--- src/rtl/asc_pkg.sv ---
package asc_pkg;

    typedef enum logic [2:0] {
        ST_IDLE,
        ST_READ,
        ST_WGAP,
        ST_WPULSE,
        ST_HOLD,
        ST_RECOV
    } asc_state_e;

    typedef struct packed {
        logic ce_n;
        logic oe_n;
        logic we_n;
        logic drive;
    } asc_pins_t;

    typedef struct packed {
        int rc;
        int aa;
        int oe;
        int ohz;
        int wc;
        int aw;
        int cw;
        int wp;
        int dw;
    } asc_ns_t;

    function automatic asc_ns_t grade_ns(input int grade);
        asc_ns_t t;
        case (grade)
            55:      t = '{rc:55, aa:55, oe:30, ohz:20, wc:55, aw:50, cw:50, wp:45, dw:25};
            70:      t = '{rc:70, aa:70, oe:35, ohz:25, wc:70, aw:60, cw:60, wp:55, dw:30};
            default: t = '{rc:45, aa:45, oe:25, ohz:15, wc:45, aw:40, cw:40, wp:35, dw:20};
        endcase
        return t;
    endfunction

    function automatic int ns_to_cyc(input int ns, input int clk_ns);
        return (ns <= 0) ? 0 : (ns + clk_ns - 1) / clk_ns;
    endfunction

    function automatic int imax(input int a, input int b);
        return (a > b) ? a : b;
    endfunction

    function automatic int read_cycles(input int grade, input int clk_ns);
        asc_ns_t t = grade_ns(grade);
        return imax(1, imax(imax(ns_to_cyc(t.aa, clk_ns), ns_to_cyc(t.oe, clk_ns)),
                            ns_to_cyc(t.rc, clk_ns)));
    endfunction

    function automatic int gap_cycles(input int grade, input int clk_ns);
        asc_ns_t t = grade_ns(grade);
        return imax(1, ns_to_cyc(t.ohz, clk_ns));
    endfunction

    function automatic int pulse_cycles(input int grade, input int clk_ns);
        asc_ns_t t = grade_ns(grade);
        int w;
        w = imax(ns_to_cyc(t.wp, clk_ns), ns_to_cyc(t.dw, clk_ns));
        w = imax(w, imax(ns_to_cyc(t.aw, clk_ns), ns_to_cyc(t.cw, clk_ns)));
        w = imax(w, ns_to_cyc(t.wc, clk_ns) - gap_cycles(grade, clk_ns));
        return imax(1, w);
    endfunction

    function automatic int recov_cycles(input int grade, input int clk_ns);
        asc_ns_t t = grade_ns(grade);
        return imax(1, ns_to_cyc(t.rc, clk_ns));
    endfunction

    function automatic asc_pins_t pins_for(input asc_state_e s);
        asc_pins_t p;
        p = '{ce_n: 1'b1, oe_n: 1'b1, we_n: 1'b1, drive: 1'b0};
        case (s)
            ST_READ:   begin p.ce_n = 1'b0; p.oe_n = 1'b0; end
            ST_WGAP:   p.ce_n = 1'b0;
            ST_WPULSE: begin p.ce_n = 1'b0; p.we_n = 1'b0; p.drive = 1'b1; end
            default:   p = p;
        endcase
        return p;
    endfunction

endpackage

--- src/rtl/asc_wait_ctr.sv ---
module asc_wait_ctr #(
    parameter int CNT_W = 8
) (
    input  logic             clk,
    input  logic             rst,
    input  logic             load,
    input  logic [CNT_W-1:0] load_cnt,
    output logic             last
);
    logic [CNT_W-1:0] cnt_q;

    always_ff @(posedge clk) begin
        if (rst)              cnt_q <= '0;
        else if (load)        cnt_q <= load_cnt;
        else if (cnt_q != '0) cnt_q <= cnt_q - 1'b1;
    end

    assign last = (cnt_q == '0);
endmodule

--- src/rtl/asc_fsm.sv ---
module asc_fsm
    import asc_pkg::*;
#(
    parameter int CNT_W   = 8,
    parameter int RD_CYC  = 6,
    parameter int GAP_CYC = 2,
    parameter int PW_CYC  = 5,
    parameter int REC_CYC = 6
) (
    input  logic             clk,
    input  logic             rst,
    input  logic             req_valid,
    input  logic             req_write,
    input  logic             pd_req,
    input  logic             last,
    output logic             req_ready,
    output logic             accept,
    output logic             ctr_load,
    output logic [CNT_W-1:0] ctr_val,
    output logic             rd_cap,
    output logic             acc_end,
    output asc_pins_t        pins
);
    localparam logic [CNT_W-1:0] RD_LD  = CNT_W'(RD_CYC - 1);
    localparam logic [CNT_W-1:0] GAP_LD = CNT_W'(GAP_CYC - 1);
    localparam logic [CNT_W-1:0] PW_LD  = CNT_W'(PW_CYC - 1);
    localparam logic [CNT_W-1:0] REC_LD = CNT_W'(REC_CYC - 1);

    asc_state_e state_q, state_d;

    assign req_ready = (state_q == ST_IDLE) && !pd_req;
    assign accept    = req_ready && req_valid;

    always_comb begin
        state_d  = state_q;
        ctr_load = 1'b0;
        ctr_val  = '0;
        rd_cap   = 1'b0;
        acc_end  = 1'b0;
        case (state_q)
            ST_IDLE: begin
                if (pd_req) begin
                    state_d = ST_HOLD;
                end else if (req_valid) begin
                    ctr_load = 1'b1;
                    if (req_write) begin
                        state_d = ST_WGAP;
                        ctr_val = GAP_LD;
                    end else begin
                        state_d = ST_READ;
                        ctr_val = RD_LD;
                    end
                end
            end
            ST_READ: if (last) begin
                state_d = ST_IDLE;
                rd_cap  = 1'b1;
                acc_end = 1'b1;
            end
            ST_WGAP: if (last) begin
                state_d  = ST_WPULSE;
                ctr_load = 1'b1;
                ctr_val  = PW_LD;
            end
            ST_WPULSE: if (last) begin
                state_d = ST_IDLE;
                acc_end = 1'b1;
            end
            ST_HOLD: if (!pd_req) begin
                state_d  = ST_RECOV;
                ctr_load = 1'b1;
                ctr_val  = REC_LD;
            end
            ST_RECOV: if (last) state_d = ST_IDLE;
            default: state_d = ST_IDLE;
        endcase
    end

    always_ff @(posedge clk) begin
        if (rst) begin
            state_q <= ST_IDLE;
            pins    <= pins_for(ST_IDLE);
        end else begin
            state_q <= state_d;
            pins    <= pins_for(state_d);
        end
    end
endmodule

--- src/rtl/asc_datapath.sv ---
module asc_datapath #(
    parameter int AW = 19,
    parameter int DW = 8
) (
    input  logic          clk,
    input  logic          rst,
    input  logic          accept,
    input  logic [AW-1:0] req_addr,
    input  logic [DW-1:0] req_wdata,
    input  logic          rd_cap,
    input  logic          acc_end,
    input  logic [DW-1:0] dq_in,
    output logic [AW-1:0] addr_q,
    output logic [DW-1:0] wdata_q,
    output logic [DW-1:0] rdata_q,
    output logic          done_q
);
    always_ff @(posedge clk) begin
        if (rst) begin
            addr_q  <= '0;
            wdata_q <= '0;
            rdata_q <= '0;
            done_q  <= 1'b0;
        end else begin
            if (accept) begin
                addr_q  <= req_addr;
                wdata_q <= req_wdata;
            end
            if (rd_cap) rdata_q <= dq_in;
            done_q <= acc_end;
        end
    end
endmodule

--- src/rtl/asc_sram_ctl.sv ---
module asc_sram_ctl
    import asc_pkg::*;
#(
    parameter int CLK_NS      = 8,
    parameter int SPEED_GRADE = 45,
    parameter int AW          = 19,
    parameter int DW          = 8,
    parameter int CNT_W       = 8
) (
    input  logic          clk,
    input  logic          rst,
    input  logic          req_valid,
    output logic          req_ready,
    input  logic          req_write,
    input  logic [AW-1:0] req_addr,
    input  logic [DW-1:0] req_wdata,
    input  logic          pd_req,
    output logic          rsp_done,
    output logic [DW-1:0] rsp_rdata,
    output logic [AW-1:0] sram_addr,
    output logic          sram_ce_n,
    output logic          sram_oe_n,
    output logic          sram_we_n,
    output logic [DW-1:0] sram_dq_o,
    output logic          sram_dq_oe,
    input  logic [DW-1:0] sram_dq_i
);
    localparam int RD_CYC  = read_cycles(SPEED_GRADE, CLK_NS);
    localparam int GAP_CYC = gap_cycles(SPEED_GRADE, CLK_NS);
    localparam int PW_CYC  = pulse_cycles(SPEED_GRADE, CLK_NS);
    localparam int REC_CYC = recov_cycles(SPEED_GRADE, CLK_NS);

    logic             accept, ctr_load, last, rd_cap, acc_end;
    logic [CNT_W-1:0] ctr_val;
    asc_pins_t        pins;

    asc_fsm #(
        .CNT_W(CNT_W), .RD_CYC(RD_CYC), .GAP_CYC(GAP_CYC),
        .PW_CYC(PW_CYC), .REC_CYC(REC_CYC)
    ) u_fsm (
        .clk(clk), .rst(rst), .req_valid(req_valid), .req_write(req_write),
        .pd_req(pd_req), .last(last), .req_ready(req_ready), .accept(accept),
        .ctr_load(ctr_load), .ctr_val(ctr_val), .rd_cap(rd_cap),
        .acc_end(acc_end), .pins(pins)
    );

    asc_wait_ctr #(.CNT_W(CNT_W)) u_ctr (
        .clk(clk), .rst(rst), .load(ctr_load), .load_cnt(ctr_val), .last(last)
    );

    asc_datapath #(.AW(AW), .DW(DW)) u_dp (
        .clk(clk), .rst(rst), .accept(accept), .req_addr(req_addr),
        .req_wdata(req_wdata), .rd_cap(rd_cap), .acc_end(acc_end),
        .dq_in(sram_dq_i), .addr_q(sram_addr), .wdata_q(sram_dq_o),
        .rdata_q(rsp_rdata), .done_q(rsp_done)
    );

    assign sram_ce_n  = pins.ce_n;
    assign sram_oe_n  = pins.oe_n;
    assign sram_we_n  = pins.we_n;
    assign sram_dq_oe = pins.drive;
endmodule

--- config.mk ---
export PLATFORM = sky130hd
export DESIGN_NAME = asc_sram_ctl
export DESIGN_NICKNAME = d
export VERILOG_FILES = /design/src/rtl/asc_pkg.sv /design/src/rtl/asc_wait_ctr.sv /design/src/rtl/asc_fsm.sv /design/src/rtl/asc_datapath.sv /design/src/rtl/asc_sram_ctl.sv
export SDC_FILE = /design/constraint.sdc
export NUM_CORES = 1
export LEC_CHECK = 0
export ABC_AREA = 1
export BUFFER_PORTS_ARGS = -buffer_cell sky130_fd_sc_hd__buf_2
export CORE_ASPECT_RATIO = 1.25
export CORE_MARGIN = 2
export CORE_UTILIZATION = 43
export CTS_CLUSTER_DIAMETER = 200
export DETAILED_ROUTE_END_ITERATION = 8
export GPL_TIMING_DRIVEN = 0
export PLACE_DENSITY = 0.75
export SLEW_MARGIN = 5
export SYNTH_ARGS = -nofsm -noshare
export SYNTH_HDL_FRONTEND = slang
export SYNTH_SLANG_ARGS = --single-unit
--- constraint.sdc ---
create_clock -name clk -period 1.37 [get_ports clk]
set_input_delay 0.0685 -clock clk [delete_from_list [all_inputs] [get_ports clk]]
set_output_delay 0.0685 -clock clk [all_outputs]
set_load 0.1 [all_outputs]
# Yosys cells after proc, flatten, opt, wreduce, memory -nomap -nowiden
# Cells that the tools add are included.
dict set report totals {
  out_inout_bits 41
  ff_bits 51
  input_bits 40
}
dict set report classes {
  reduce_logical 11
  n_bitwise 1
  n_addsub 1
  n_eq_ne 8
  n_mux 24
}
# op n
set op_table {}
lappend op_table {{2-to-1 mux 8 bit} 4}
lappend op_table {{2-to-1 mux 3 bit} 8}
lappend op_table {{case mux 8 bit (3 select lines)} 1}
lappend op_table {{equality test 3 x 2 -> 1 bit, second input constant} 4}
lappend op_table {{case mux 3 bit (4 select lines)} 1}
lappend op_table {{zero test 8 bit} 1}
lappend op_table {{nonzero test 8 bit} 1}
lappend op_table {{subtractor 8 x 1 -> 8 bit, second input constant} 1}
lappend op_table {{2-to-1 mux 1 bit} 7}
lappend op_table {{equality test 3 x 1 -> 1 bit, second input constant} 2}
lappend op_table {{equality test 3 bit, second input constant} 2}
lappend op_table {{OR reduction 3 bit} 2}
lappend op_table {{2-to-1 mux 2 bit} 2}
lappend op_table {{OR reduction 2 bit} 2}
lappend op_table {{zero test 3 bit} 1}
lappend op_table {{case mux 1 bit (3 select lines)} 1}
lappend op_table {{logical AND 1 bit} 2}
lappend op_table {{nonzero test 2 bit} 1}
lappend op_table {{zero test 1 bit} 1}
lappend op_table {{inverter 1 bit} 1}

# Depth between registers and ports, before layout
dict set report depth {
  word_depth 7
  mapped_depth 10
  mapped_depth_nobuf 10
}

# Hierarchy
# A second synthesis with hierarchy kept.
dict set report unflattened {
  cells_unflattened 367
  hier_area_um2 2473.6
}
# module instances seq_area_each_um2 cells_per_inst area_each_um2
set by_module_without_submodules {}
lappend by_module_without_submodules {asc_datapath 1 720.7 225 1501.4}
lappend by_module_without_submodules {asc_fsm 1 140.1 72 499.2}
lappend by_module_without_submodules {asc_wait_ctr 1 160.2 70 473.0}

# Least setup slack after synthesis
# OpenSTA, ideal clock, no wires.
dict set report synth_path {
  path_type {register to register}
  startpoint {register u_fsm.state_q[1]}
  endpoint {register, netlist name u_fsm.pins[1]}
  path_stages_with_launch 9
  period_less_slack_ps 1937
  path_slack_ps -567
  setup_ps 111
  t_arrival_ps 1826
  t_required_ps 1259
  cell_sequence {dfxtp_1 > nor2_2 > nand2_1 > nor2_2 > nand2_1 > nand2_1 > nor2_1 > nor2_2 > inv_2}
}
dict set report synth_between {
  elab_chain_len 5
}
# item line
set synth_lines {}
lappend synth_lines {{from (decl)} asc_fsm.sv:29} ;# asc_state_e state_q, state_d;
lappend synth_lines {{from (signal assigned)} asc_fsm.sv:84} ;# state_q <= state_d;
lappend synth_lines {{equality test 3 x 1 -> 1 bit, or another cell as far along} asc_fsm.sv:40} ;# case (state_q)
lappend synth_lines {{OR reduction 3 bit (no line) or 2-to-1 mux 3 bit (tied branches)} --}
lappend synth_lines {{case mux 3 bit (4 select lines) (*)} asc_fsm.sv:40}
lappend synth_lines {{equality test 3 x 2 -> 1 bit (*)} asc_pkg.sv:77} ;# case (s)
lappend synth_lines {{2-to-1 mux 2 bit (*)} asc_pkg.sv:77}
# Every way passes the cells marked *; elsewhere a longest branch is shown, timed or not.
# A chain may end at the register's enable or synchronous reset.

# Final worst setup path
dict set report layout_path {
  startpoint {register u_ctr.cnt_q[0]}
  endpoint {register u_dp.rdata_q[0]}
}
dict set report layout_between {
  elab_chain_len 3
}
# item line
set layout_lines {}
lappend layout_lines {{from (decl)} asc_wait_ctr.sv:10} ;# logic [CNT_W-1:0] cnt_q;
lappend layout_lines {{from (signal assigned)} asc_wait_ctr.sv:14} ;# else if (load) cnt_q <= load_cnt;
lappend layout_lines {{from (signal assigned)} asc_wait_ctr.sv:15} ;# else if (cnt_q != '0) cnt_q <= cnt_q - 1'b1;
lappend layout_lines {{zero test 8 bit} asc_wait_ctr.sv:18} ;# assign last = (cnt_q == '0);
lappend layout_lines {{2-to-1 mux 1 bit} asc_fsm.sv:55} ;# ST_READ: if (last) begin
lappend layout_lines {{2-to-1 mux 1 bit} asc_fsm.sv:40}
lappend layout_lines {{to (signal assigned)} asc_datapath.sv:29} ;# if (rd_cap) rdata_q <= dq_in;
lappend layout_lines {{to (decl)} asc_datapath.sv:15} ;# output logic [DW-1:0] rdata_q,
# Every way passes these cells.

==> flow_summary.yaml <==
yosys:
  synthFlopType: "dfxtp_1"
  synth_edf_count: 0
  ys_ff_latch: 51
  syn_nets: 312
  syn_inst: 271
  ys_seq_area_frac: 0.487
  ys_async_sr_fraction: 0
  yosysWarnings: 0
  syn-cell-area_um2: 2090
  syn_area_per_cell_um2: 7.73
  synth_cell_types: 33
sta:
  period_needed_ns: 1.45
  setup_viol: 14
  fin_skew_ns: 0.00560
  finalWorstSetupSlack_ns: -0.0803
  fin_crit_sh: 1.06
  hold_viol_final: 0
  worst_slew_pin_slew_ns: 0.497
  fmax_ghz: 0.690
  holdWs_ns: 0.00176
  slew_headroom: 0.671
  slew_viol_final: 0
  rsz0062_at_grt: "true"
critical_path:
  crit_buf_inv: 3
  cp_slowest_stage_delay_ns: 0.33
  slowest_stage: "dfxtp_2"
  setup.worst_path.start: "u_ctr.cnt_q[0]"
  critPathCapture: "u_dp.rdata_q[0]"
  r2r_slack_ns: -0.08
  path_cells: "inv_2, ha_4, nand2_4, nor2_4, nand2_4, inv_6, buf_4, nand3_4, nand2_2, a21oi_2"
  crit_cells: 10
  path_common_cell: "nand2_4"
  worstPathArrival_ns: 1.63
  r2r_start: "u_ctr.cnt_q[0]"
  required_ns: 1.55
  criticalPathCategory: "reg -> reg"
  critical_path.top_delay_family: "simple AND/OR/NAND/NOR gates"
  r2r-end: "u_dp.rdata_q[0]"
  critical_path.startpoint_type: "flip-flop"
  crit_path_end_kind: "flip-flop"
  r2r_cells: 10
  crit_path_max_fanout: 7
detailed_routing:
  wl_met1_um: 2170
  drt_first_pass_iters: 4
  wl_met3_um: 354
  vias_per_cell: 4.74
  vias: 2189
  drc: 0
  top_layer_used: "met4"
  route.met2.wl_um: 2800
  wl_per_cell_um: 11.7
  drt_iter0_markers: 68
  drt.antenna.violating_nets: 0
  wl_um: 5390
floorplan:
  start_util: 0.443
  die_w_um: 66.4
  coreArea_um2: 4730
  die_area_um2: 5450
  ios: 81
  die_h_um: 82.0
  rows: 28
run_status:
  violations: "setup timing"
  status: "complete, but fails checks"
cells_and_area:
  utilization: 0.671
  drive_above_1_share: 0.408
  fin_nets: 442
  area_growth_pct: 51.6
  antennaDiodeCount: 0
placed_design:
  dp_hpwl_um: 3390
  io_buffer_count: 80
  gp_congestion: 0.844
grt:
  grt_max_degree: 17
  grt_pass1_vias: 2008
  gr-total-overflow: 0
  grt_antenna_before_repair: 0
  track_usage: 0.198
  grt_first_pass_wirelength_um: 8420
cts:
  cts_buffer_depth: 2
  clock-root-buffer: "clkbuf_8"
  tritoncts: "yes"
  clk-insertion-delay-late_ns: 0.31
  clock_sinks: 51
  cts_buffers: 5
  h-tree-depth: 2
  clk_pin_slew_ns: 0.09
hold_path:
  min_path_type: "in -> reg"
power_and_ir_drop:
  power.share.switching: 0.476
  p_per_area_nw_per_um2: 2010
  seqPwrFrac: 0.300
  leakagePower_nw: 1.52
  internal_power_mw: 3.34
  power.net_switching_mw: 3.03
  power_frac_comb: 0.566
  clockPowerShare: 0.134
  worst_ir_drop_vdd_uv: 1150
flow_run:
  drv_cap: 0
-- power groups by stage --
stage | logic, mW | registers [mW] | clock network, mW
final | 3.60 | 1.91 | 0.854
after global routing | 3.87 | 1.94 | 0.954
after CTS | 3.18 | 1.90 | 0.892
after detailed placement | 2.76 | 1.93 | 0
after global placement | 2.74 | 1.92 | 0
after floorplan | 1.34 | 2.93 | 0
-- Yosys cell counts (all sizes together), types with 2 or more instances --
cell type	instances	area [um2]
a21oi	13	65.1
buf	6	43.8
clkbuf	2	7.51
clkinv	2	13.8
dfxtp	51	1020
inv	26	103
nand2	37	161
nand3	14	87.6
nand4	2	18.8
nor2	74	308
nor3	6	30.0
o21ai	29	145
xor2	3	26.3
-- cell usage in the layout, fill, tap and decap left out, drive strengths merged, types with 2 or more instances in the layout --
cell type    synthesis  routed
a21oi               13      13
buf                  6     103
clkbuf               2       7
clkinv               2       4
dfxtp               51      51
dlygate4sd3          0      25
inv                 26      27
nand2               37      37
nand3               14      15
nand4                2       2
nor2                74      74
nor3                 6       6
o21ai               29      29
xor2                 3       3
-- registers in the layout, summed over array words and instances, names as in the netlist --
signal / count
u_fsm.state_q: 3
u_dp.addr_q: 19
u_dp.wdata_q: 8
u_ctr.cnt_q: 8
u_dp.rdata_q: 8
u_fsm.pins: 4
u_dp.done_q: 1
-- worst min path at each step --
stage	slack, ns	from	cells after the start	to
finish	0.002	req_wdata[7]	3	u_dp.wdata_q[7]
global route	0.004	req_addr[12]	3	u_dp.addr_q[12]
CTS	0.0009	sram_dq_i[4]	3	u_dp.rdata_q[4]
detailed placement	0.31	req_addr[8]	3	u_dp.addr_q[8]
global placement	0.30	req_addr[7]	3	u_dp.addr_q[7]
floorplan	0.21	sram_dq_i[0]	2	u_dp.rdata_q[0]
-- timing repair --
item,CTS,global route
hold endpoints to repair,22,3
setup buffers,8,10
hold buffers,22,3
resized for setup,15,22
endpoints found under the setup margin,24,40
gates cloned,1,0
pin swaps,5,13
-- cell type report --
type | count | area [um2]
timing repair buffer | 122 | 792
clock buffer | 5 | 68.8
tap | 60 | 75.1
fill | 384 | 1560
buffer | 9 | 72.6
inverter | 28 | 124
multi-input combinational | 184 | 997
clock inverter | 3 | 18.8
sequential | 51 | 1030
-- stage by stage --
step                      setup TNS (ns)  setup WS (ns)  instances  cell area (um2)  power (mW)
final                             -0.568        -0.0803        462             3170        6.37
after global routing               -2.24         -0.153        462             3170        6.77
after CTS                         -0.223        -0.0332        450             3010        5.98
after detailed placement           -1.67         -0.167        411             2590        4.69
after global placement             -1.41         -0.144        411             2590        4.66
after floorplan                   -0.602         -0.184        271             2110        4.27
-- per-layer routing --
layer | track usage | vias up
li1 | - | 1122
met1 | 0.219 | 985
met2 | 0.363 | 75
met3 | 0.0534 | 7
met4 | 0.0673 | 0
met5 | 0 | -
-- worst reg2reg max path, cell delays in order (launching register included) --
cell and delay, ns:
dfxtp_2 0.33, inv_2 0.08, ha_4 0.15, nand2_4 0.06
nor2_4 0.14, nand2_4 0.11, inv_6 0.09, buf_4 0.12
nand3_4 0.09, nand2_2 0.10, a21oi_2 0.05
-- cell families after synthesis --
group | Yosys count | share of synthesized area
fa+ha+maj | 1 | 0.00597
compound gates | 45 | 0.113
buf+inv | 37 | 0.0860
simple gates | 134 | 0.295
flops | 51 | 0.487
xor+xnor | 3 | 0.0125
Note: power is estimated with default switching activity, not from simulation.
